## config.mk

```make
export PLATFORM = sky130hd
export DESIGN_NAME = i2s_master_ctrl
export DESIGN_NICKNAME = d
export VERILOG_FILES = /design/src/rtl/i2s_pkg.sv /design/src/rtl/sample_fifo.sv /design/src/rtl/frame_timer.sv /design/src/rtl/tx_serializer.sv /design/src/rtl/rx_deserializer.sv /design/src/rtl/i2s_master_ctrl.sv
export SDC_FILE = /design/constraint.sdc
export NUM_CORES = 1
export LEC_CHECK = 0
export ABC_AREA = 1
export BUFFER_PORTS_ARGS = -buffer_cell sky130_fd_sc_hd__buf_2
export CAP_MARGIN = 20
export CORE_AREA = 4 4 275 277
export CTS_BUF_LIST = sky130_fd_sc_hd__clkbuf_4 sky130_fd_sc_hd__clkbuf_8
export DETAILED_ROUTE_END_ITERATION = 8
export DIE_AREA = 0 0 279 281
export GPL_TIMING_DRIVEN = 0
export HOLD_SLACK_MARGIN = 0.05
export PLACE_DENSITY = 0.42
export SLEW_MARGIN = 10
export SYNTH_ARGS = -nofsm -noshare
export SYNTH_HDL_FRONTEND = slang
export SYNTH_SLANG_ARGS = --single-unit
```

## constraint.sdc

```tcl
create_clock -name clk -period 9 [get_ports clk]
set_input_delay 0.9 -clock clk [delete_from_list [all_inputs] [get_ports clk]]
set_output_delay 0.9 -clock clk [all_outputs]
set_load 0.03 [all_outputs]
```

## src/rtl/i2s_pkg.sv

```systemverilog
package i2s_pkg;
  localparam int SAMPLE_W   = 24;
  localparam int HALF_SLOTS = 32;
  localparam int SLOT_W     = $clog2(HALF_SLOTS);

  typedef enum logic [1:0] {
    FMT_I2S = 2'd0,
    FMT_LJ  = 2'd1,
    FMT_RJ  = 2'd2,
    FMT_RSV = 2'd3
  } fmt_e;

  typedef struct packed {
    logic       sck_inv;
    logic       pin_in;
    logic       loop_en;
    logic       ws_inv;
    fmt_e       fmt;
    logic       tx_en;
    logic       rx_en;
    logic [4:0] size;
  } cfg_t;

  typedef struct packed {
    logic              valid;
    logic [SLOT_W-1:0] idx;
  } map_t;

  // Where a slot of a half-frame falls inside the sample, if at all.
  function automatic map_t slot_map(input logic [SLOT_W-1:0] slot,
                                    input fmt_e fmt,
                                    input logic [4:0] size);
    logic [SLOT_W:0] n;
    logic [SLOT_W:0] off;
    logic [SLOT_W:0] rel;
    map_t            m;
    n = (size > 5'(SAMPLE_W)) ? (SLOT_W+1)'(SAMPLE_W) : {1'b0, size};
    case (fmt)
      FMT_I2S: off = (SLOT_W+1)'(1);
      FMT_RJ:  off = (SLOT_W+1)'(HALF_SLOTS) - n;
      default: off = '0;
    endcase
    rel     = {1'b0, slot} - off;
    m.valid = ({1'b0, slot} >= off) && (rel < n);
    m.idx   = SLOT_W'(n - (SLOT_W+1)'(1) - rel);
    return m;
  endfunction
endpackage

```

## src/rtl/sample_fifo.sv

```systemverilog
module sample_fifo #(
  parameter int WIDTH = 24,
  parameter int DEPTH = 8
) (
  input  logic             clk,
  input  logic             rst_n,
  input  logic             flush,
  input  logic             push,
  input  logic [WIDTH-1:0] din,
  input  logic             pop,
  output logic [WIDTH-1:0] dout,
  output logic             empty,
  output logic             full
);
  localparam int AW = $clog2(DEPTH);

  logic [WIDTH-1:0] mem [DEPTH];
  logic [AW-1:0]    wr_ptr_q, wr_ptr_d;
  logic [AW-1:0]    rd_ptr_q, rd_ptr_d;
  logic [AW:0]      cnt_q, cnt_d;
  logic             do_push, do_pop;

  assign empty   = (cnt_q == '0);
  assign full    = (cnt_q == (AW+1)'(DEPTH));
  assign do_push = push && !full;
  assign do_pop  = pop && !empty;
  assign dout    = mem[rd_ptr_q];

  always_comb begin
    wr_ptr_d = wr_ptr_q;
    rd_ptr_d = rd_ptr_q;
    cnt_d    = cnt_q;
    if (flush) begin
      wr_ptr_d = '0;
      rd_ptr_d = '0;
      cnt_d    = '0;
    end else begin
      if (do_push) wr_ptr_d = (wr_ptr_q == AW'(DEPTH-1)) ? '0 : wr_ptr_q + 1'b1;
      if (do_pop)  rd_ptr_d = (rd_ptr_q == AW'(DEPTH-1)) ? '0 : rd_ptr_q + 1'b1;
      case ({do_push, do_pop})
        2'b10:   cnt_d = cnt_q + 1'b1;
        2'b01:   cnt_d = cnt_q - 1'b1;
        default: cnt_d = cnt_q;
      endcase
    end
  end

  always_ff @(posedge clk or negedge rst_n) begin
    if (!rst_n) begin
      wr_ptr_q <= '0;
      rd_ptr_q <= '0;
      cnt_q    <= '0;
    end else begin
      wr_ptr_q <= wr_ptr_d;
      rd_ptr_q <= rd_ptr_d;
      cnt_q    <= cnt_d;
    end
  end

  always_ff @(posedge clk) begin
    if (do_push && !flush) mem[wr_ptr_q] <= din;
  end
endmodule

```

## src/rtl/frame_timer.sv

```systemverilog
module frame_timer #(
  parameter int DIV_W   = 2,
  parameter int FRAME_W = 6
) (
  input  logic               clk,
  input  logic               rst_n,
  input  logic               hold,
  input  logic               run,
  output logic [DIV_W-1:0]   div,
  output logic [FRAME_W-1:0] slot,
  output logic [FRAME_W-1:0] nslot,
  output logic               tick_edge,
  output logic               tick_mid
);
  localparam logic [DIV_W-1:0] DIV_LAST = '1;
  localparam logic [DIV_W-1:0] DIV_MID  = DIV_W'((1 << DIV_W) / 2 - 1);

  logic [DIV_W-1:0]   div_q, div_d;
  logic [FRAME_W-1:0] slot_q, slot_d;

  assign div       = div_q;
  assign slot      = slot_q;
  assign nslot     = slot_q + 1'b1;
  assign tick_edge = run && !hold && (div_q == DIV_LAST);
  assign tick_mid  = run && !hold && (div_q == DIV_MID);

  always_comb begin
    div_d  = div_q;
    slot_d = slot_q;
    if (hold) begin
      div_d  = DIV_LAST;
      slot_d = '1;
    end else if (run) begin
      div_d = div_q + 1'b1;
      if (div_q == DIV_LAST) slot_d = nslot;
    end
  end

  always_ff @(posedge clk or negedge rst_n) begin
    if (!rst_n) begin
      div_q  <= DIV_LAST;
      slot_q <= '1;
    end else begin
      div_q  <= div_d;
      slot_q <= slot_d;
    end
  end
endmodule

```

## src/rtl/tx_serializer.sv

```systemverilog
module tx_serializer
  import i2s_pkg::*;
(
  input  logic                clk,
  input  logic                rst_n,
  input  logic                clear,
  input  logic                tick_edge,
  input  logic [SLOT_W:0]     nslot,
  input  fmt_e                fmt,
  input  logic [4:0]          size,
  input  logic                tx_en,
  input  logic                fifo_empty,
  input  logic [SAMPLE_W-1:0] fifo_dout,
  output logic                fifo_pop,
  output logic                underrun,
  output logic                sd
);
  logic [SAMPLE_W-1:0] sample_q, sample_d;
  logic                sd_q, sd_d;
  logic                load;
  map_t                m;

  assign load     = tick_edge && (nslot[SLOT_W-1:0] == '0);
  assign fifo_pop = load && tx_en && !fifo_empty;
  assign underrun = load && tx_en && fifo_empty;
  assign sd       = sd_q;

  always_comb begin
    m        = slot_map(nslot[SLOT_W-1:0], fmt, size);
    sample_d = sample_q;
    if (load) sample_d = fifo_pop ? fifo_dout : '0;
    sd_d = sd_q;
    if (tick_edge) sd_d = m.valid ? sample_d[m.idx] : 1'b0;
    if (clear) begin
      sample_d = '0;
      sd_d     = 1'b0;
    end
  end

  always_ff @(posedge clk or negedge rst_n) begin
    if (!rst_n) begin
      sample_q <= '0;
      sd_q     <= 1'b0;
    end else begin
      sample_q <= sample_d;
      sd_q     <= sd_d;
    end
  end
endmodule

```

## src/rtl/rx_deserializer.sv

```systemverilog
module rx_deserializer
  import i2s_pkg::*;
(
  input  logic                clk,
  input  logic                rst_n,
  input  logic                clear,
  input  logic                tick_mid,
  input  logic [SLOT_W-1:0]   slot,
  input  fmt_e                fmt,
  input  logic [4:0]          size,
  input  logic                rx_en,
  input  logic                bit_in,
  output logic                push,
  output logic [SAMPLE_W-1:0] word
);
  logic [SAMPLE_W-1:0] acc_q, acc_d, acc_n;
  logic                last;
  map_t                m;

  assign last = (slot == '1);
  assign push = tick_mid && last && rx_en && !clear;
  assign word = acc_n;

  always_comb begin
    m     = slot_map(slot, fmt, size);
    acc_n = m.valid ? {acc_q[SAMPLE_W-2:0], bit_in} : acc_q;
    acc_d = acc_q;
    if (tick_mid) acc_d = last ? '0 : acc_n;
    if (clear) acc_d = '0;
  end

  always_ff @(posedge clk or negedge rst_n) begin
    if (!rst_n) acc_q <= '0;
    else        acc_q <= acc_d;
  end
endmodule

```

## src/rtl/i2s_master_ctrl.sv

```systemverilog
module i2s_master_ctrl
  import i2s_pkg::*;
#(
  parameter int FIFO_DEPTH = 8
) (
  input  logic                clk,
  input  logic                rst_n,
  input  logic                reg_wr_en,
  input  logic                reg_wr_sel,
  input  logic [31:0]         reg_wr_data,
  input  logic                reg_rd_sel,
  output logic [31:0]         reg_rd_data,
  input  logic                tx_push,
  input  logic [SAMPLE_W-1:0] tx_data,
  input  logic                rx_pop,
  output logic [SAMPLE_W-1:0] rx_data,
  output logic                sck,
  output logic                ws,
  output logic                sd_out,
  output logic                sd_oe,
  input  logic                sd_in
);
  localparam int FRAME_W = SLOT_W + 1;

  cfg_t  cfg_q, cfg_d;
  logic  en_ce_q, en_ce_d, en_dis_q, en_dis_d;
  logic  flag_txu, flag_txo, flag_rxu, flag_rxo;
  logic  flag_txu_d, flag_txo_d, flag_rxu_d, flag_rxo_d;
  logic  cfg_wr, en_wr, flush, running;
  logic  [3:0] w1c;

  logic  [1:0]         tmr_div;
  logic  [FRAME_W-1:0] tmr_slot, tmr_nslot;
  logic                tick_edge, tick_mid;

  logic                tx_pop, tx_empty, tx_full, tx_underrun_evt, tx_sd;
  logic [SAMPLE_W-1:0] tx_head;
  logic                rx_push_int, rx_empty, rx_full, rx_bit;
  logic [SAMPLE_W-1:0] rx_word;

  logic unused_wr_bits;
  assign unused_wr_bits = ^{reg_wr_data[31:26], reg_wr_data[21:13]};

  assign cfg_wr  = reg_wr_en && !reg_wr_sel;
  assign en_wr   = reg_wr_en && reg_wr_sel;
  assign flush   = en_wr && reg_wr_data[1];
  assign running = en_ce_q && !en_dis_q;
  assign w1c     = cfg_wr ? reg_wr_data[25:22] : 4'b0;

  // register bank next state
  always_comb begin
    cfg_d    = cfg_q;
    en_ce_d  = en_ce_q;
    en_dis_d = en_dis_q;
    if (cfg_wr) begin
      cfg_d.sck_inv = reg_wr_data[12];
      cfg_d.pin_in  = reg_wr_data[11];
      cfg_d.loop_en = reg_wr_data[10];
      cfg_d.ws_inv  = reg_wr_data[9];
      cfg_d.fmt     = fmt_e'(reg_wr_data[8:7]);
      cfg_d.tx_en   = reg_wr_data[6];
      cfg_d.rx_en   = reg_wr_data[5];
      cfg_d.size    = reg_wr_data[4:0];
    end
    if (en_wr) begin
      en_ce_d  = reg_wr_data[0];
      en_dis_d = reg_wr_data[1];
    end
    flag_txu_d = (flag_txu && !w1c[3]) || tx_underrun_evt;
    flag_txo_d = (flag_txo && !w1c[2]) || (tx_push && tx_full);
    flag_rxu_d = (flag_rxu && !w1c[1]) || (rx_pop && rx_empty);
    flag_rxo_d = (flag_rxo && !w1c[0]) || (rx_push_int && rx_full);
  end

  always_ff @(posedge clk or negedge rst_n) begin
    if (!rst_n) begin
      cfg_q    <= '0;
      en_ce_q  <= 1'b0;
      en_dis_q <= 1'b1;
      flag_txu <= 1'b0;
      flag_txo <= 1'b0;
      flag_rxu <= 1'b0;
      flag_rxo <= 1'b0;
    end else begin
      cfg_q    <= cfg_d;
      en_ce_q  <= en_ce_d;
      en_dis_q <= en_dis_d;
      flag_txu <= flag_txu_d;
      flag_txo <= flag_txo_d;
      flag_rxu <= flag_rxu_d;
      flag_rxo <= flag_rxo_d;
    end
  end

  always_comb begin
    if (reg_rd_sel) begin
      reg_rd_data = {30'b0, en_dis_q, en_ce_q};
    end else begin
      reg_rd_data = {6'b0,
                     flag_txu, flag_txo, flag_rxu, flag_rxo,
                     !tx_full, tx_empty, tx_full, !rx_empty, rx_full,
                     4'b0,
                     cfg_q.sck_inv, cfg_q.pin_in, cfg_q.loop_en, cfg_q.ws_inv,
                     cfg_q.fmt, cfg_q.tx_en, cfg_q.rx_en, cfg_q.size};
    end
  end

  frame_timer #(.DIV_W(2), .FRAME_W(FRAME_W)) u_timer (
    .clk       (clk),
    .rst_n     (rst_n),
    .hold      (en_dis_q),
    .run       (running),
    .div       (tmr_div),
    .slot      (tmr_slot),
    .nslot     (tmr_nslot),
    .tick_edge (tick_edge),
    .tick_mid  (tick_mid)
  );

  sample_fifo #(.WIDTH(SAMPLE_W), .DEPTH(FIFO_DEPTH)) u_tx_fifo (
    .clk   (clk),
    .rst_n (rst_n),
    .flush (flush),
    .push  (tx_push),
    .din   (tx_data),
    .pop   (tx_pop),
    .dout  (tx_head),
    .empty (tx_empty),
    .full  (tx_full)
  );

  tx_serializer u_ser (
    .clk        (clk),
    .rst_n      (rst_n),
    .clear      (en_dis_q),
    .tick_edge  (tick_edge),
    .nslot      (tmr_nslot),
    .fmt        (cfg_q.fmt),
    .size       (cfg_q.size),
    .tx_en      (cfg_q.tx_en),
    .fifo_empty (tx_empty),
    .fifo_dout  (tx_head),
    .fifo_pop   (tx_pop),
    .underrun   (tx_underrun_evt),
    .sd         (tx_sd)
  );

  assign rx_bit = cfg_q.loop_en ? tx_sd : sd_in;

  rx_deserializer u_deser (
    .clk      (clk),
    .rst_n    (rst_n),
    .clear    (en_dis_q),
    .tick_mid (tick_mid),
    .slot     (tmr_slot[SLOT_W-1:0]),
    .fmt      (cfg_q.fmt),
    .size     (cfg_q.size),
    .rx_en    (cfg_q.rx_en),
    .bit_in   (rx_bit),
    .push     (rx_push_int),
    .word     (rx_word)
  );

  sample_fifo #(.WIDTH(SAMPLE_W), .DEPTH(FIFO_DEPTH)) u_rx_fifo (
    .clk   (clk),
    .rst_n (rst_n),
    .flush (flush),
    .push  (rx_push_int),
    .din   (rx_word),
    .pop   (rx_pop),
    .dout  (rx_data),
    .empty (rx_empty),
    .full  (rx_full)
  );

  assign sck    = (running && tmr_div[1]) ^ cfg_q.sck_inv;
  assign ws     = tmr_slot[SLOT_W] ^ cfg_q.ws_inv;
  assign sd_out = tx_sd;
  assign sd_oe  = !cfg_q.pin_in;
endmodule

```

[Yosys cells after proc, flatten, opt, wreduce, memory -nomap -nowiden]
Memory sizes are Yosys's and may differ from the RTL's.
Index checks and enable logic that the tools add are counted.
Word-level totals
  flip-flop bits (word level): 96
  RAM bits: 384
  word-level logic and storage cells: 167
  memories kept: 2
Cells by class
  add/sub/neg operators: 15
  $lt $le $gt $ge: 6
  equality and inequality tests: 14
  multiplexer cells: 42
  bitwise gates (word level): 2
  reductions and logical operators: 61
Memory list
  u_rx_fifo.mem: words 8, bits a word 24, rd ports 1, clocked after Yosys merged registers in 0, wr ports 1, line sample_fifo.sv:17  | logic [WIDTH-1:0] mem [DEPTH];
  u_tx_fifo.mem: words 8, bits a word 24, rd ports 1, clocked after Yosys merged registers in 0, wr ports 1, line sample_fifo.sv:17
Operators by type and width (number)
  two-way mux 24 bit: 7
  two-way mux 3 bit: 12
  logical AND 1 bit: 30
  two-way mux 26 bit: 1
  two-way mux 6 bit: 3
  case mux 4 bit (2 select lines): 2
  nonzero test 2 bit: 8
  adder 3 x 1 -> 3 bit, second input constant: 4
  equality test 3 bit, second input constant: 4
  >= comparator 5 x 6 -> 1 bit: 2
  logical NOT 1 bit: 12
  two-way mux 4 bit: 3
  case mux 6 bit (2 select lines): 1
  subtractor 5 x 6 -> 6 bit: 2
  two-way mux 1 bit: 9
  adder 4 x 1 -> 4 bit, second input constant: 2
  equality test 2 bit, second input constant: 4
  equality test 4 bit, second input constant: 2
  logical NOT 4 bit: 2
  subtractor 4 x 1 -> 4 bit, second input constant: 2
  adder 6 x 1 -> 6 bit, second input constant: 1
  equality test 2 x 1 -> 1 bit, second input constant: 3
  < comparator 5 x 6 -> 1 bit, second input constant: 1
  < comparator 6 x 5 -> 1 bit: 1
  other kinds (16): 22

[Depth between registers and ports, before layout]
  depth in word-level cells: 14
  depth in mapped cells: 23
  mapped depth without buffers: 21

[By module]
Synthesis repeated with hierarchy kept, for this count alone.
Unflattened totals
  cells, all modules: 2027
  area total of the unflattened synthesis: 21654.5 um2
By module, submodules not included
  sample_fifo (u_tx_fifo): times used 1, cells each 635, area an instance 8132.8 um2, sequential area each 6015.8 um2
  sample_fifo (u_rx_fifo): times used 1, cells each 635, area an instance 8119.0 um2, sequential area each 6015.8 um2
  rx_deserializer: times used 1, cells each 281, area an instance 1929.4 um2, sequential area each 600.6 um2
  tx_serializer: times used 1, cells each 265, area an instance 1903.1 um2, sequential area each 625.6 um2
  i2s_master_ctrl: times used 1, cells each 152, area an instance 1086.0 um2, sequential area each 476.7 um2
  frame_timer: times used 1, cells each 59, area an instance 484.2 um2, sequential area each 210.2 um2

[Worst setup path before layout]
OpenSTA, ideal clock, no wires.
  path type: flip-flop to flip-flop
  start: register u_timer.slot_q[1] (netlist: u_timer.slot[1])
  end: memory u_rx_fifo.mem[2][0], enable pin
  library setup time: 435 ps
  data arrival time: 3404 ps
  data required time: 8565 ps
  setup slack: 5161 ps
  cell stages (with the launch flop): 11
  path buffers: 0
  cells stage by stage: dfstp_2 ha_1 nand2_1 nor2_1 ha_1 inv_1 nor3_1 nand2_1 nor2_1 nand2_1 nor3_1
On the way
  cells in the longest elaborated chain, start to end: 8
Ends and longest elaborated chain
  start: declaration: line frame_timer.sv:19  | logic [FRAME_W-1:0] slot_q, slot_d;
  start signal: assignment: line frame_timer.sv:45  | slot_q <= slot_d;
  equality test 5 bit: line rx_deserializer.sv:20  | assign last = (slot == '1);
  logical AND 1 bit (3 in series): line rx_deserializer.sv:21  | assign push = tick_mid && last && rx_en && !clear;
  logical AND 1 bit: line sample_fifo.sv:25  | assign do_push = push && !full;
  logical AND 1 bit: line sample_fifo.sv:61  | if (do_push && !flush) mem[wr_ptr_q] <= din;
  two-way mux 1 bit: line sample_fifo.sv:61
  two-way mux 1 bit (implied by the code): line sample_fifo.sv:61
  end: declaration: line sample_fifo.sv:17
No other way between the ends.

[Final worst setup path]
  start: register cfg_q[3] (netlist bit)
  end: memory u_rx_fifo.mem[0][5] (data pin)
On the way
  cells in the longest elaborated chain, start to end: 8
Ends and longest elaborated chain
  start: declaration: line i2s_master_ctrl.sv:25  | cfg_t cfg_q, cfg_d;
  start signal: assignment: line i2s_master_ctrl.sv:85  | cfg_q <= cfg_d;
  > comparator 5 bit: line i2s_pkg.sv:37  | n = (size > 5'(SAMPLE_W)) ? (SLOT_W+1)'(SAMPLE_W) : {1'b0, size};
  two-way mux 5 bit *: line i2s_pkg.sv:37
  subtractor 6 bit: line i2s_pkg.sv:40  | FMT_RJ: off = (SLOT_W+1)'(HALF_SLOTS) - n;
  case mux 6 bit (2 select lines): line i2s_pkg.sv:38  | case (fmt)
  subtractor 5 x 6 -> 6 bit: line i2s_pkg.sv:43  | rel = {1'b0, slot} - off;
  < comparator 6 bit: line i2s_pkg.sv:44  | m.valid = ({1'b0, slot} >= off) && (rel < n);
  logical AND 1 bit *: line i2s_pkg.sv:44
  two-way mux 24 bit *: line rx_deserializer.sv:26  | acc_n = m.valid ? {acc_q[SAMPLE_W-2:0], bit_in} : acc_q;
  net rx_word[5]: line i2s_master_ctrl.sv:39  | logic [SAMPLE_W-1:0] rx_word;
Mark *: on every way through the listed nets, which the timed path passes. The rest lies on a longest branch.

==> flow_summary.ini <==
[timing]
tns_ns = 0
final-setup-viol-count = 0
fin_skew_ns = 0.04426
setup_ws_ns = 4.406
worst_slew_pin_slew_ns = 0.8588
period_share = 0.5105
slew_viol_final = 0
hold_ws_ns = 0.1431
hold_violations = 0
rsz0062_at_grt = no
min_period_ns = 4.594
max-slew-margin-rel = 0.4244
max_freq_mhz = 217.7

[clock_tree]
cts_max_path_buffers = 3
cts_tree = done
insertion_delay_ns = 0.68
root_buffer = clkbuf_8
cts_sinks = 480
cts_resized = 0
hold_buffers = 0
cts_post_setup_buffers_inserted = 0
cts_max_level = 3
clk_pin_slew_ns = 0.06
numCtsBuffers = 87

[yosys]
synth.ff_latch_count = 480
synthTopCellsByArea = edfxtp_1 (55%), dfrtp_1 (10%), nand2_1 (7.1%), nor2_1 (4.8%), nand3_1 (3.6%)
synth_sequential_area_ratio = 0.6601
synth_cell_types = 41
syn_area_um2 = 21130
yosys_warnings = 0
syn_inst = 1988
syn_avg_cell_area_um2 = 10.63
synth_top_area_frac = 0.5458
yosysTopAreaCell = edfxtp_1

[final_layout]
drive_gt1_frac = 0.1603
seq_area_um2 = 13940
n_fill_cell = 7464
syn_to_final_growth_pct = 19.27
multi_input_comb_area_um2 = 6181
fin_nets = 2327
final_cell_mix = nand2_1 (402), edfxtp_1 (384), nor2_1 (264)
layout_commonest_cell = nand2_1
instances_no_fill = 3249

[placement]
place_inst = 3086
dp_hpwl_um = 41380
dp_slack_ns = 4.346
gp_congestion = 0.7747
numPortBuffers = 98

[routing]
dr.pass1.iters = 6
via_per_inst = 4.605
wl_um = 60270
num_vias = 14962
route.detailed.drc = 0
drtIter0Drc = 906
wl_per_cell_um = 18.55
ant_nets = 0

[worst_setup_path]
worstPathRequired_ns = 9.37
critPathKind = reg2reg
arrival_ns = 4.96
critical_path.startpoint_type = register
cp-end-kind = register
cp_max_fo = 10

[grt]
grt_pass1_wl_um = 90640
antenna_found_initial = 2
gr-usage-all-layers = 0.1512
grt_start_max_net_pins = 57
grt_pass1_vias = 14923
overflow = 0

[power]
power_uw = 8367
ir_worst_vdd_mv = 0.2438
powerDensity_nw_per_um2 = 332.1
leakagePower_uw = 0.01009

[run]
drv_cap = 0

[floorplanning]
io_pins = 124
die-area_um2 = 78400
row_count = 99
core_um2 = 72830
die_w_um = 279
initial_core_util = 0.2901
die_h_um = 281

[status]
status = finished, final reports clean

[hold_path]
hp-class = in2async
==> kinds of logic after synthesis <==
logic type	synth area share
AOI/OAI and AO/OA	0.07776
xor gates and xnor gates	0.007048
adders and majority gates	0.02961
buffers and inverters	0.05372
DFF	0.6601
other	0.0001775
and+or+nand+nor	0.1716
==> path summary, 6_finish.rpt <==
path	slack (ns)	endpoint	start	depth (start not counted)
setup / recovery	4.41	u_rx_fifo.mem[0][5]$_DFFE_PP_	cfg_q[3]$_DFFE_PN0P_	21
hold / removal	0.14	flag_txu$_DFF_PN0_	rst_n	1
setup reg to reg	4.41	u_rx_fifo.mem[0][5]$_DFFE_PP_	cfg_q[3]$_DFFE_PN0P_	21
hold reg to reg	0.49	flag_rxu$_DFF_PN0_	flag_rxu$_DFF_PN0_	2
max in group asynchronous	8.18	u_timer.slot[2]$_DFFE_PN1P_	rst_n	2
min in group clk	0.49	flag_rxu$_DFF_PN0_	flag_rxu$_DFF_PN0_	2
==> metal layers <==
metal / track usage / up-vias / wire length [µm]
met5: 0 / - / 0
met4: 0.04783 / 0 / 1526
met3: 0.02525 / 88 / 2613
met2: 0.2546 / 320 / 29220
met1: 0.2002 / 7301 / 26920
li1: - / 7253 / -
==> state kept, by name, summed over array words and instances, names as in the netlist, 4 cells and up <==
register         flops
u_tx_fifo.mem      192
u_rx_fifo.cnt_q      4
u_rx_fifo.mem      192
u_deser.acc_q       24
u_tx_fifo.cnt_q      4
u_timer.slot         6
u_ser.sample_q      24
cfg_q               13
==> cell usage after synthesis, drive strengths merged <==
| library cell | count |
|---|---|
| nand3 | 152 |
| a31o | 1 |
| clkbuf | 63 |
| conb | 1 |
| a21o | 1 |
| o22ai | 56 |
| xnor2 | 6 |
| or2 | 9 |
| nand4 | 7 |
| nor3 | 12 |
| nand3b | 3 |
| a22oi | 2 |
| fa | 5 |
| o211ai | 1 |
| o21a | 1 |
| inv | 166 |
| edfxtp | 384 |
| clkinv | 1 |
| dfstp | 9 |
| nand2 | 409 |
| o31ai | 1 |
| o21ai | 161 |
| nor2 | 276 |
| xor2 | 11 |
| o21bai | 4 |
| dfrtp | 87 |
| a31oi | 26 |
| a21oi | 48 |
| ha | 42 |
| buf | 43 |
==> per-stage QoR <==
stage	utilization	cell area [µm²]
after CTS	0.3459	25190
after floorplan	-	21160
after global routing	0.3459	25200
after global placement	0.3137	22850
after detailed placement	0.3210	23380
final	0.3459	25200
==> power by group <==
part	leakage, µW	internal (µW)	switching (µW)	total, µW
clock network	0.000958	1210	959	2160
logic	0.00439	877	2300	3170
registers	0.00474	2940	82.6	3030
total	0.0101	5030	3340	8370
==> area by class of cell <==
class                           count  area share
Sequential cell                   480      0.5534
Inverter                          167     0.02488
Clock inverter                     45     0.01440
Buffer                            106     0.02016
Tap cell                          959     0.04762
Timing Repair Buffer              130     0.03640
Clock buffer                      117     0.05770
Multi-Input combinational cell   1244      0.2453
Antenna cell                        1  0.00009931
==> critical path, cell delays in order (launching register included) <==
cell and delay (ns):
dfrtp_1 0.43, nand2_1 0.10, inv_1 0.05, nor2_1 0.30, inv_1 0.19, ha_1 0.25
inv_1 0.08, nand2_1 0.06, nand3_1 0.13, ha_1 0.30, a21oi_1 0.15, nand2_1 0.10
xnor2_1 0.14, inv_1 0.06, ha_1 0.30, nand2_1 0.07, o21ai_1 0.06, o21ai_1 0.13
nand4_1 0.23, clkbuf_1 0.29, o21ai_0 0.58, inv_1 0.30
(Power assumes the default switching activity.)
